<file path="src/rtl/usbreg_pkg.sv">
package usbreg_pkg;
  localparam int REG_W = 8;

  // control register bit positions (firmware decodes these)
  localparam int C_HSSUSP  = 7;
  localparam int C_CHIRPEN = 6;
  localparam int C_TSTPK   = 5;
  localparam int C_TXRST   = 4;
  localparam int C_RSV     = 3;
  localparam int C_DPFLOAT = 2;
  localparam int C_SUSDIS  = 1;
  localparam int C_PWRDN   = 0;

  localparam logic [REG_W-1:0] CTRL_RESET = 8'h04;
  // bits that hold state: all but the strobe and the reserved bit
  localparam logic [REG_W-1:0] CTRL_STORE = 8'hE7;

  typedef struct packed {
    logic hs_susp;
    logic chirp_en;
    logic tstpk_en;
    logic txrst;
    logic rsv;
    logic dp_float;
    logic sus_dis;
    logic pwrdn;
  } ctrl_t;
endpackage

</file>
<file path="src/rtl/usbreg_ctrl.sv">
module usbreg_ctrl
  import usbreg_pkg::*;
(
  input  logic             clk,
  input  logic             rst,
  input  logic             wr_en,
  input  logic [REG_W-1:0] wdata,
  input  logic             resume_end,
  input  logic             tstpk_sent,
  input  logic             any_evt,
  output ctrl_t            ctrl_q,
  output logic             txrst_pulse
);
  ctrl_t ctrl_d;

  always_comb begin
    ctrl_d = ctrl_q;
    if (wr_en) ctrl_d = ctrl_t'(wdata & CTRL_STORE);
    // hardware clears are applied last so they win over a firmware write
    if (resume_end) ctrl_d.hs_susp  = 1'b0;
    if (tstpk_sent) ctrl_d.tstpk_en = 1'b0;
    if (any_evt)    ctrl_d.pwrdn    = 1'b0;
  end

  always_ff @(posedge clk) begin
    if (rst) begin
      ctrl_q      <= ctrl_t'(CTRL_RESET);
      txrst_pulse <= 1'b0;
    end else begin
      ctrl_q      <= ctrl_d;
      txrst_pulse <= wr_en & wdata[C_TXRST];
    end
  end
endmodule

</file>
<file path="src/rtl/usbreg_event.sv">
module usbreg_event #(
  parameter int W = 8
) (
  input  logic         clk,
  input  logic         rst,
  input  logic [W-1:0] set_pulse,
  input  logic         clr_en,
  input  logic [W-1:0] clr_mask,
  output logic [W-1:0] evt_q,
  output logic         irq
);
  logic [W-1:0] evt_d;

  for (genvar i = 0; i < W; i++) begin : g_bit
    // a set pulse outranks a write-1-to-clear on the same bit
    always_comb begin
      if (set_pulse[i])                 evt_d[i] = 1'b1;
      else if (clr_en && clr_mask[i])   evt_d[i] = 1'b0;
      else                              evt_d[i] = evt_q[i];
    end
  end

  always_ff @(posedge clk) begin
    if (rst) begin
      evt_q <= '0;
      irq   <= 1'b0;
    end else begin
      evt_q <= evt_d;
      irq   <= |evt_d;
    end
  end
endmodule

</file>
<file path="src/rtl/usbreg_srst.sv">
module usbreg_srst (
  input  logic clk,
  input  logic rst,
  input  logic wr_en,
  input  logic wbit,
  output logic srst_q
);
  always_ff @(posedge clk) begin
    if (rst)        srst_q <= 1'b0;
    else if (wr_en) srst_q <= wbit;
  end
endmodule

</file>
<file path="src/rtl/usb_devreg_bank.sv">
module usb_devreg_bank
  import usbreg_pkg::*;
#(
  parameter int             AW     = 8,
  parameter logic [AW-1:0]  A_CTRL = 8'h20,
  parameter logic [AW-1:0]  A_EVT  = 8'h21,
  parameter logic [AW-1:0]  A_SRST = 8'h08
) (
  input  logic             clk,
  input  logic             rst,
  input  logic [AW-1:0]    bus_addr,
  input  logic [REG_W-1:0] bus_wdata,
  input  logic             bus_wr,
  input  logic             bus_rd,
  output logic [REG_W-1:0] bus_rdata,
  input  logic [REG_W-1:0] usb_evt_set,
  input  logic             resume_end,
  input  logic             test_pkt_sent,
  output logic             hs_suspend,
  output logic             chirp_det_en,
  output logic             test_pkt_en,
  output logic             txf0_rdptr_rst,
  output logic             dp_float,
  output logic             susp_det_dis,
  output logic             power_down,
  output logic             sensor_rst,
  output logic             irq
);
  logic             wr_ctrl, wr_evt, wr_srst;
  ctrl_t            ctrl_q;
  logic [REG_W-1:0] evt_bits;
  logic             srst_q;
  logic [REG_W-1:0] rd_mux;

  assign wr_ctrl = bus_wr && (bus_addr == A_CTRL);
  assign wr_evt  = bus_wr && (bus_addr == A_EVT);
  assign wr_srst = bus_wr && (bus_addr == A_SRST);

  usbreg_ctrl u_ctrl (
    .clk         (clk),
    .rst         (rst),
    .wr_en       (wr_ctrl),
    .wdata       (bus_wdata),
    .resume_end  (resume_end),
    .tstpk_sent  (test_pkt_sent),
    .any_evt     (|usb_evt_set),
    .ctrl_q      (ctrl_q),
    .txrst_pulse (txf0_rdptr_rst)
  );

  usbreg_event #(.W(REG_W)) u_evt (
    .clk       (clk),
    .rst       (rst),
    .set_pulse (usb_evt_set),
    .clr_en    (wr_evt),
    .clr_mask  (bus_wdata),
    .evt_q     (evt_bits),
    .irq       (irq)
  );

  usbreg_srst u_srst (
    .clk    (clk),
    .rst    (rst),
    .wr_en  (wr_srst),
    .wbit   (bus_wdata[0]),
    .srst_q (srst_q)
  );

  always_comb begin
    rd_mux = '0;
    if (bus_addr == A_CTRL)      rd_mux = REG_W'(ctrl_q) & CTRL_STORE;
    else if (bus_addr == A_EVT)  rd_mux = evt_bits;
    else if (bus_addr == A_SRST) rd_mux = {{(REG_W-1){1'b0}}, srst_q};
  end

  always_ff @(posedge clk) begin
    if (rst)         bus_rdata <= '0;
    else if (bus_rd) bus_rdata <= rd_mux;
  end

  assign hs_suspend   = ctrl_q.hs_susp;
  assign chirp_det_en = ctrl_q.chirp_en;
  assign test_pkt_en  = ctrl_q.tstpk_en;
  assign dp_float     = ctrl_q.dp_float;
  assign susp_det_dis = ctrl_q.sus_dis;
  assign power_down   = ctrl_q.pwrdn;
  assign sensor_rst   = srst_q;
endmodule

</file>
<file path="config.mk">
export PLATFORM = sky130hd
export DESIGN_NAME = usb_devreg_bank
export DESIGN_NICKNAME = d
export VERILOG_FILES = /design/src/rtl/usbreg_pkg.sv /design/src/rtl/usbreg_ctrl.sv /design/src/rtl/usbreg_event.sv /design/src/rtl/usbreg_srst.sv /design/src/rtl/usb_devreg_bank.sv
export SDC_FILE = /design/constraint.sdc
export NUM_CORES = 1
export LEC_CHECK = 0
export BUFFER_PORTS_ARGS = -buffer_cell sky130_fd_sc_hd__buf_2
export CORE_MARGIN = 10
export CORE_UTILIZATION = 47
export DETAILED_ROUTE_END_ITERATION = 16
export GPL_TIMING_DRIVEN = 0
export PLACE_DENSITY = 0.77
export SLEW_MARGIN = 5
export SYNTH_ARGS = -nofsm -noshare
export SYNTH_HDL_FRONTEND = slang
export SYNTH_SLANG_ARGS = --single-unit
export TNS_END_PERCENT = 1
</file>
<file path="constraint.sdc">
create_clock -name clk -period 1.7 [get_ports clk]
set_input_delay 0.255 -clock clk [delete_from_list [all_inputs] [get_ports clk]]
set_output_delay 0.255 -clock clk [all_outputs]
set_load 0.05 [all_outputs]
</file>
==> impl_metrics.tcl, run 1 <==
set metrics [dict create \
    status "finished clean" \
    total_net_switching_power_mw 0.284 \
    ir_drop_mv 0.642 \
    placedInstanceArea_sq_um 1470 \
    first_global_vias 1252 \
    yosys.cell_count.top_type "sky130_fd_sc_hd__dfxtp_1" \
    min_delay_worst_endpoint "u_ctrl.ctrl_q[7]$_SDFFE_PP0P_" \
    grt_util_met3_pct 3.07 \
    pre_cts_slack_ps 32.5 \
    port_buffers 45 \
    max_clock_freq_mhz 742 \
    flow.area_growth_from_synthesis_pct 24.3 \
    cts.hold.buffers_added 0 \
    avgSynthCellArea_sq_um 9.21 \
    worst_path_largest_cell_delay_ps 380 \
    post-layout-total-power_mw 1.04 \
    worst_endpoint_data_arrival_time_ps 1570 \
    layout_setup_ws_ps 352 \
    ys_dominant_reg_cell "sky130_fd_sc_hd__dfxtp_1" \
    multi_input_area_sq_um 638 \
    ys_types 32 \
    yosys_warnings 0 \
    fillers 230 \
    internal_power_of_the_cells_mw 0.753 \
    powerDensity_nw_per_um2 692 \
    min_period_over_period_pct 79.3 \
    grt_start_max_net_pins 16 \
    syn_nets 161 \
    worst_skew_pair.late_latency_ps 330 \
    area.sequential_sq_um 500 \
    synth_top_area_cell "sky130_fd_sc_hd__dfxtp_1" \
    grt_antenna_before_repair 0 \
    ant_nets 0 \
    static_leakage_power_nw 0.692 \
    cts-root-buf "sky130_fd_sc_hd__clkbuf_4" \
    finalWeightedCongestion 0.906 \
    core_area_sq_um 2450 \
    io-pin-count 47 \
    share_seq_of_total_power_pct 59.3 \
    power.switching_fraction_pct 27.4 \
    series_of_cell_instances_along_the_critical_path "nor4_1 > nand3_1 > a221oi_2 > a31oi_1" \
    period_needed_ps 1350 \
    cts_max_path_buffers 2 \
    num-nets-final 211 \
    register_bit_total_from_synthesis 25 \
    dpl.hpwl_microns 2740 \
    cts-resized-gates 0 \
    hold_ws_ps 67.3 \
    worstMarginPinSlew_ps 482 \
    cts.clk_slew.worst_paths_ps 150 \
    setup.reg_to_reg.worst_slack_ps 350 \
    worst_path_dominant_cell_family "simple AND/OR/NAND/NOR gates" \
    drt_first_iter_violations 58 \
    totalWireLength_microns 3330 \
    detail_route.drc_violations 0 \
    tritoncts "built" \
    drive_above_1_share_pct 35.6 \
    timing.setup.tns_ps 0 \
    core.rowCount 18 \
    rsz0062_at_grt "false" \
    syn_inst 131 \
    clkSinkCount 25 \
    design.die.area_sq_um 4990 \
    dieWidth_microns 70.7 \
    die_h_microns 70.7 \
    vias 1161 \
    grt_busiest_layer "met2" \
    groute.usage.overall_pct 13.1 \
    synth_async_sr_flop_share_pct 0 \
    worst-setup-path-type "register to register" \
    worst_clock_skew_on_the_final_layout_ps 5.59 \
    timing.critical_path.fanout_max 4 \
    synth_area_leaders "sky130_fd_sc_hd__dfxtp_1 (41%), sky130_fd_sc_hd__a21oi_1 (6.2%), sky130_fd_sc_hd__mux2i_1 (5.8%)" \
    grt_met2_use_pct 22.1 \
    diodes 0 \
    wl_per_cell_microns 15.9 \
    viasPerCell 5.53 \
    crit_path_top_delay_cell "sky130_fd_sc_hd__dfxtp_1" \
    r2r_cells 4 \
    post_synth_most_frequent_cells "sky130_fd_sc_hd__dfxtp_1 (25), sky130_fd_sc_hd__a21oi_1 (15), sky130_fd_sc_hd__nor2_1 (14)" \
    worst_rel_slew_slack_pct 67.1 \
    cts_made_buffers 3 \
    post-cts-setup-buffers 0 \
    hold_depth 2 \
    finalSetupViolations 0 \
    min_path_type "input pin to register" \
    slew_violations 0 \
    crit-reg2reg-launch "u_evt.evt_q[2]$_SDFF_PP0_" \
    drv_cap 0 \
    power_frac_comb_pct 13.4 \
    synth-seq-area-share_pct 41.5 \
    startpoint_type "register" \
    critPathRequiredTime_ps 1920 \
    start_util_pct 49.1 \
    grt_use_met1_pct 15.0 \
    synth.cell_area_sq_um 1210 \
    clockPowerShare_pct 27.3 \
    buf_inv_on_cp 0 \
    hold_violations 0 \
    end_kind "register" \
    cts_max_level 1 \
    layout.core_utilization_pct 61.1 \
    synth_top_cell_area_share_pct 41.5 \
    final-instance-count-excl-fill 210 \
    synth_edf_count 0 \
    grt_first_pass_wirelength_microns 5530 \
    timing.rr.end "u_evt.irq$_SDFF_PP0_" \
    dp_cells 206 \
    drt-pass1-iter-count 4 \
    finalInstanceArea_sq_um 1500 \
    overall_overflow_remaining_after_global_route 0 \
    hold_start "resume_end" \
]
==> area by class of cell <==
class                   count  share of cell area, %
flip-flops and latches     25                   33.4
well taps                  30                   2.50
clock buffers               3                   1.50
clock inverters             1                  0.501
multi-input cells          92                   42.6
plain buffers               9                   3.26
repair buffers             45                   15.0
inverters                   5                   1.25
==> cell usage in the layout (no fill, tap or decap) <==
cell type / count
sky130_fd_sc_hd__a2111oi_0: 1
sky130_fd_sc_hd__a211o_1: 1
sky130_fd_sc_hd__a21oi_1: 15
sky130_fd_sc_hd__a221oi_2: 1
sky130_fd_sc_hd__a31oi_1: 1
sky130_fd_sc_hd__a41oi_1: 1
sky130_fd_sc_hd__and2_1: 3
sky130_fd_sc_hd__buf_1: 1
sky130_fd_sc_hd__buf_2: 48
sky130_fd_sc_hd__buf_4: 1
sky130_fd_sc_hd__buf_6: 1
sky130_fd_sc_hd__clkbuf_1: 3
sky130_fd_sc_hd__clkbuf_4: 3
sky130_fd_sc_hd__clkinvlp_4: 1
sky130_fd_sc_hd__dfxtp_1: 25
sky130_fd_sc_hd__inv_1: 5
sky130_fd_sc_hd__mux2_2: 5
sky130_fd_sc_hd__mux2i_1: 7
sky130_fd_sc_hd__nand2_1: 2
sky130_fd_sc_hd__nand2b_1: 8
sky130_fd_sc_hd__nand3_1: 7
sky130_fd_sc_hd__nand4_1: 9
sky130_fd_sc_hd__nand4b_4: 1
sky130_fd_sc_hd__nor2_1: 14
sky130_fd_sc_hd__nor2b_1: 1
sky130_fd_sc_hd__nor3_1: 3
sky130_fd_sc_hd__nor3_4: 1
sky130_fd_sc_hd__nor3b_1: 2
sky130_fd_sc_hd__nor4_1: 3
sky130_fd_sc_hd__nor4b_4: 1
sky130_fd_sc_hd__nor4bb_1: 2
sky130_fd_sc_hd__o2111ai_1: 1
sky130_fd_sc_hd__o2111ai_2: 1
sky130_fd_sc_hd__o22ai_1: 1
==> how the worst max path moves through the flow <==
stage / slack (ps) / depth (start not counted) / endpoint / startpoint
finish: 350 / 4 / u_evt.irq$_SDFF_PP0_ / u_evt.evt_q[2]$_SDFF_PP0_
detailed placement: 30 / 5 / u_evt.irq$_SDFF_PP0_ / usb_evt_set[4]
global placement: 130 / 5 / u_evt.irq$_SDFF_PP0_ / usb_evt_set[4]
global route: 250 / 4 / u_evt.irq$_SDFF_PP0_ / u_evt.evt_q[2]$_SDFF_PP0_
CTS: 350 / 4 / u_evt.irq$_SDFF_PP0_ / u_evt.evt_q[2]$_SDFF_PP0_
floorplan: 390 / 4 / u_ctrl.ctrl_q[2]$_SDFFE_PP1P_ / bus_addr[1]
==> registers in the layout, summed over array words and instances (netlist names) <==
signal and cells:
u_evt.evt_q 8, u_srst.srst_q 1, u_ctrl.ctrl_q 6, bus_rdata 8, u_evt.irq 1, u_ctrl.txrst_pulse 1
==> logic make-up (layout without fill, tap and decap cells) <==
family | after synthesis | after routing | synth area share (%)
simple gates | 57 | 57 | 29.8
mux | 12 | 12 | 10.5
compound gates | 23 | 23 | 12.7
flops | 25 | 25 | 41.5
buf+inv | 14 | 63 | 5.60
==> per-layer routing <==
layer / vias up / wire, microns
li1: 574 / -
met1: 524 / 1420
met2: 51 / 1590
met3: 12 / 220
met4: 0 / 99
met5: - / 0
==> power by group through the flow <==
stage,clock network (mW),logic (mW),registers (mW)
after CTS,0.289,0.138,0.615
after global routing,0.315,0.154,0.617
final,0.283,0.139,0.615
after detailed placement,0,0.138,0.627
after floorplan,0,0.0686,0.628
after global placement,0,0.134,0.627
Note: power is estimated with default switching activity, not from simulation.
==> run 2, diff against run 1 <==
ABC_AREA = 1   (was unset)
clock period = 1.3 ns   (was 1.7 ns; I/O delays follow)
==> run 2 against run 1 <==
- largest power group unchanged
- design area is the same
- critical path type is now register to output pin
- clock-buffer cell count is the same
- clock power grew 25%
- total power grew 34%
==> impl_metrics.tcl, run 2 <==
set metrics [dict create \
    worst_endpoint_data_arrival_time_ps 970 \
    post-cts-setup-buffers 0 \
    min_path_type "input pin to register" \
    slew_violations 0 \
    core_area_sq_um 2450 \
    synth-seq-area-share_pct 41.6 \
    worst_skew_pair.late_latency_ps 320 \
    ant_nets 0 \
    detail_route.drc_violations 0 \
    total_net_switching_power_mw 0.404 \
    post_synth_most_frequent_cells "sky130_fd_sc_hd__nand2_1 (41), sky130_fd_sc_hd__inv_1 (26), sky130_fd_sc_hd__dfxtp_1 (25)" \
    startpoint_type "register" \
    core.rowCount 18 \
    viasPerCell 4.94 \
    design.die.area_sq_um 4990 \
    finalSetupViolations 0 \
    synth_top_family_by_area "simple AND/OR/NAND/NOR gates" \
    powerDensity_nw_per_um2 929 \
    period_needed_ps 1170 \
    synth.cell_area_sq_um 1200 \
    series_of_cell_instances_along_the_critical_path "buf_2" \
    synth_top_area_cell "sky130_fd_sc_hd__dfxtp_1" \
    end_kind "output pin" \
    fillers 256 \
    layout_setup_ws_ps 130 \
    syn_inst 172 \
    cts_max_path_buffers 2 \
    synth_top_cell_area_share_pct 41.6 \
    largestRegisters "bus_rdata: 8 flops, u_evt.evt_q: 8 flops, u_ctrl.ctrl_q: 6 flops" \
    rsz0062_at_grt "false" \
    cts-root-buf "sky130_fd_sc_hd__clkbuf_4" \
    synth_area_leaders "sky130_fd_sc_hd__dfxtp_1 (42%), sky130_fd_sc_hd__nand2_1 (13%), sky130_fd_sc_hd__inv_1 (8.1%)" \
    cts.hold.buffers_added 0 \
    tritoncts "built" \
    first_global_vias 1263 \
    wl_per_cell_microns 12.6 \
    pre_cts_slack_ps -171 \
    start_util_pct 49.0 \
    groute.usage.overall_pct 12.7 \
    ys_types 22 \
    power.switching_fraction_pct 29.0 \
    ys_dominant_reg_cell "sky130_fd_sc_hd__dfxtp_1" \
    placedInstanceArea_sq_um 1470 \
    synth-compound-area-share_pct 11.4 \
    static_leakage_power_nw 0.817 \
    worst_path_largest_cell_delay_ps 380 \
    yosys_warnings 0 \
    finalWeightedCongestion 0.864 \
    cts_max_level 1 \
    totalWireLength_microns 3180 \
    dpl.hpwl_microns 2620 \
    finalInstanceArea_sq_um 1500 \
    drt_first_iter_violations 58 \
    internal_power_of_the_cells_mw 0.989 \
    synth_fa_ha_area_share_pct 0 \
    power_frac_comb_pct 16.5 \
    flow.area_growth_from_synthesis_pct 24.5 \
    share_seq_of_total_power_pct 58.1 \
    grt_antenna_before_repair 0 \
    num-nets-final 253 \
    crit_path_top_delay_cell "sky130_fd_sc_hd__dfxtp_1" \
    port_buffers 46 \
    synth_async_sr_flop_share_pct 0 \
    cts.clk_slew.worst_paths_ps 130 \
    grt_first_pass_wirelength_microns 5430 \
    hold_ws_ps 18.6 \
    drive_above_1_share_pct 27.9 \
    most-common-layout-cells "sky130_fd_sc_hd__buf_2 (47), sky130_fd_sc_hd__nand2_1 (41), sky130_fd_sc_hd__inv_1 (26)" \
    overall_overflow_remaining_after_global_route 0 \
    dieWidth_microns 70.6 \
    buf_inv_on_cp 1 \
    timing.setup.tns_ps 0 \
    max_clock_freq_mhz 855 \
    drv_cap 0 \
    die_h_microns 70.6 \
    cts-resized-gates 0 \
    worst_path_dominant_cell_family "flip-flops" \
    timing.critical_path.fanout_max 3 \
    critPathRequiredTime_ps 1110 \
    status "finished clean" \
    worst_clock_skew_on_the_final_layout_ps 3.11 \
    hold_violations 0 \
    cts_made_buffers 3 \
    worstMarginPinSlew_ps 441 \
    register_bit_total_from_synthesis 25 \
    worst-setup-path-type "register to output pin" \
    yosys.cell_count.top_type "sky130_fd_sc_hd__nand2_1" \
    vias 1245 \
    drt-pass1-iter-count 4 \
    worst_rel_slew_slack_pct 70.6 \
    ir_drop_mv 0.922 \
    layout_commonest_cell "sky130_fd_sc_hd__buf_2" \
    synthesized_area_fraction_occupied_by_and_or_nand_nor_cells_pct 35.6 \
    min_period_over_period_pct 90.0 \
    io-pin-count 47 \
    synth_edf_count 0 \
    avgSynthCellArea_sq_um 7.00 \
    post_synth_mux_area_share_pct 0 \
    clockPowerShare_pct 25.4 \
    diodes 0 \
    syn_nets 202 \
    clkSinkCount 25 \
    grt_start_max_net_pins 15 \
    post_synth_xor_xnor_area_pct 0 \
]
[run 2: kinds of logic after synthesis]
group | count (synthesis)
AO/OA/AOI/OAI | 25
buffers and inverters | 34
flip-flops | 25
AND/OR/NAND/NOR | 88
[run 2: power by group through the flow]
stage | Sequential [mW] | Clock, mW | Combinational (mW)
3_5_place_dp | 0.826 | 0 | 0.231
3_3_place_gp | 0.826 | 0 | 0.228
4_1_cts | 0.809 | 0.356 | 0.232
2_1_floorplan | 0.869 | 0 | 0.0997
6_report | 0.809 | 0.354 | 0.230
5_1_grt | 0.813 | 0.391 | 0.256
[run 2: area by class of cell]
class | count | area, sq um | share of cell area, %
sequential | 25 | 500 | 33.4
tap | 30 | 37.5 | 2.50
clock inverter | 1 | 5.00 | 0.334
buffer | 4 | 16.3 | 1.09
multi-input combinational | 113 | 566 | 37.7
inverter | 30 | 121 | 8.10
timing repair buffer | 46 | 230 | 15.4
clock buffer | 3 | 22.5 | 1.50
[run 2: per-stage QoR]
| stage | util (%) | power (mW) | std cells |
|---|---|---|---|
| after floorplan | - | 0.968 | 172 |
| after global placement | 59.9 | 1.05 | 248 |
| after detailed placement | 59.9 | 1.06 | 248 |
| after CTS | 61.1 | 1.40 | 252 |
| after global routing | 61.1 | 1.46 | 252 |
| final | 61.1 | 1.39 | 252 |
[run 2: worst paths after layout]
kind / cells after the start / end / startpoint / slack, ps
min reg2reg: 2 / bus_rdata[3]$_SDFFE_PP0P_ / u_evt.evt_q[3]$_SDFF_PP0_ / 470
max reg2reg: 6 / u_evt.irq$_SDFF_PP0_ / u_evt.evt_q[2]$_SDFF_PP0_ / 410
max: 1 / chirp_det_en / u_ctrl.ctrl_q[6]$_SDFFE_PP0P_ / 130
min: 2 / u_ctrl.ctrl_q[7]$_SDFFE_PP0P_ / resume_end / 20
[run 2: per-layer routing]
layer	vias up	wire, microns	GRT usage, %
li1	650	-	-
met1	540	1320	13.3
met2	49	1530	22.6
met3	6	290	6.00
met4	0	32	3.01
met5	-	0	0
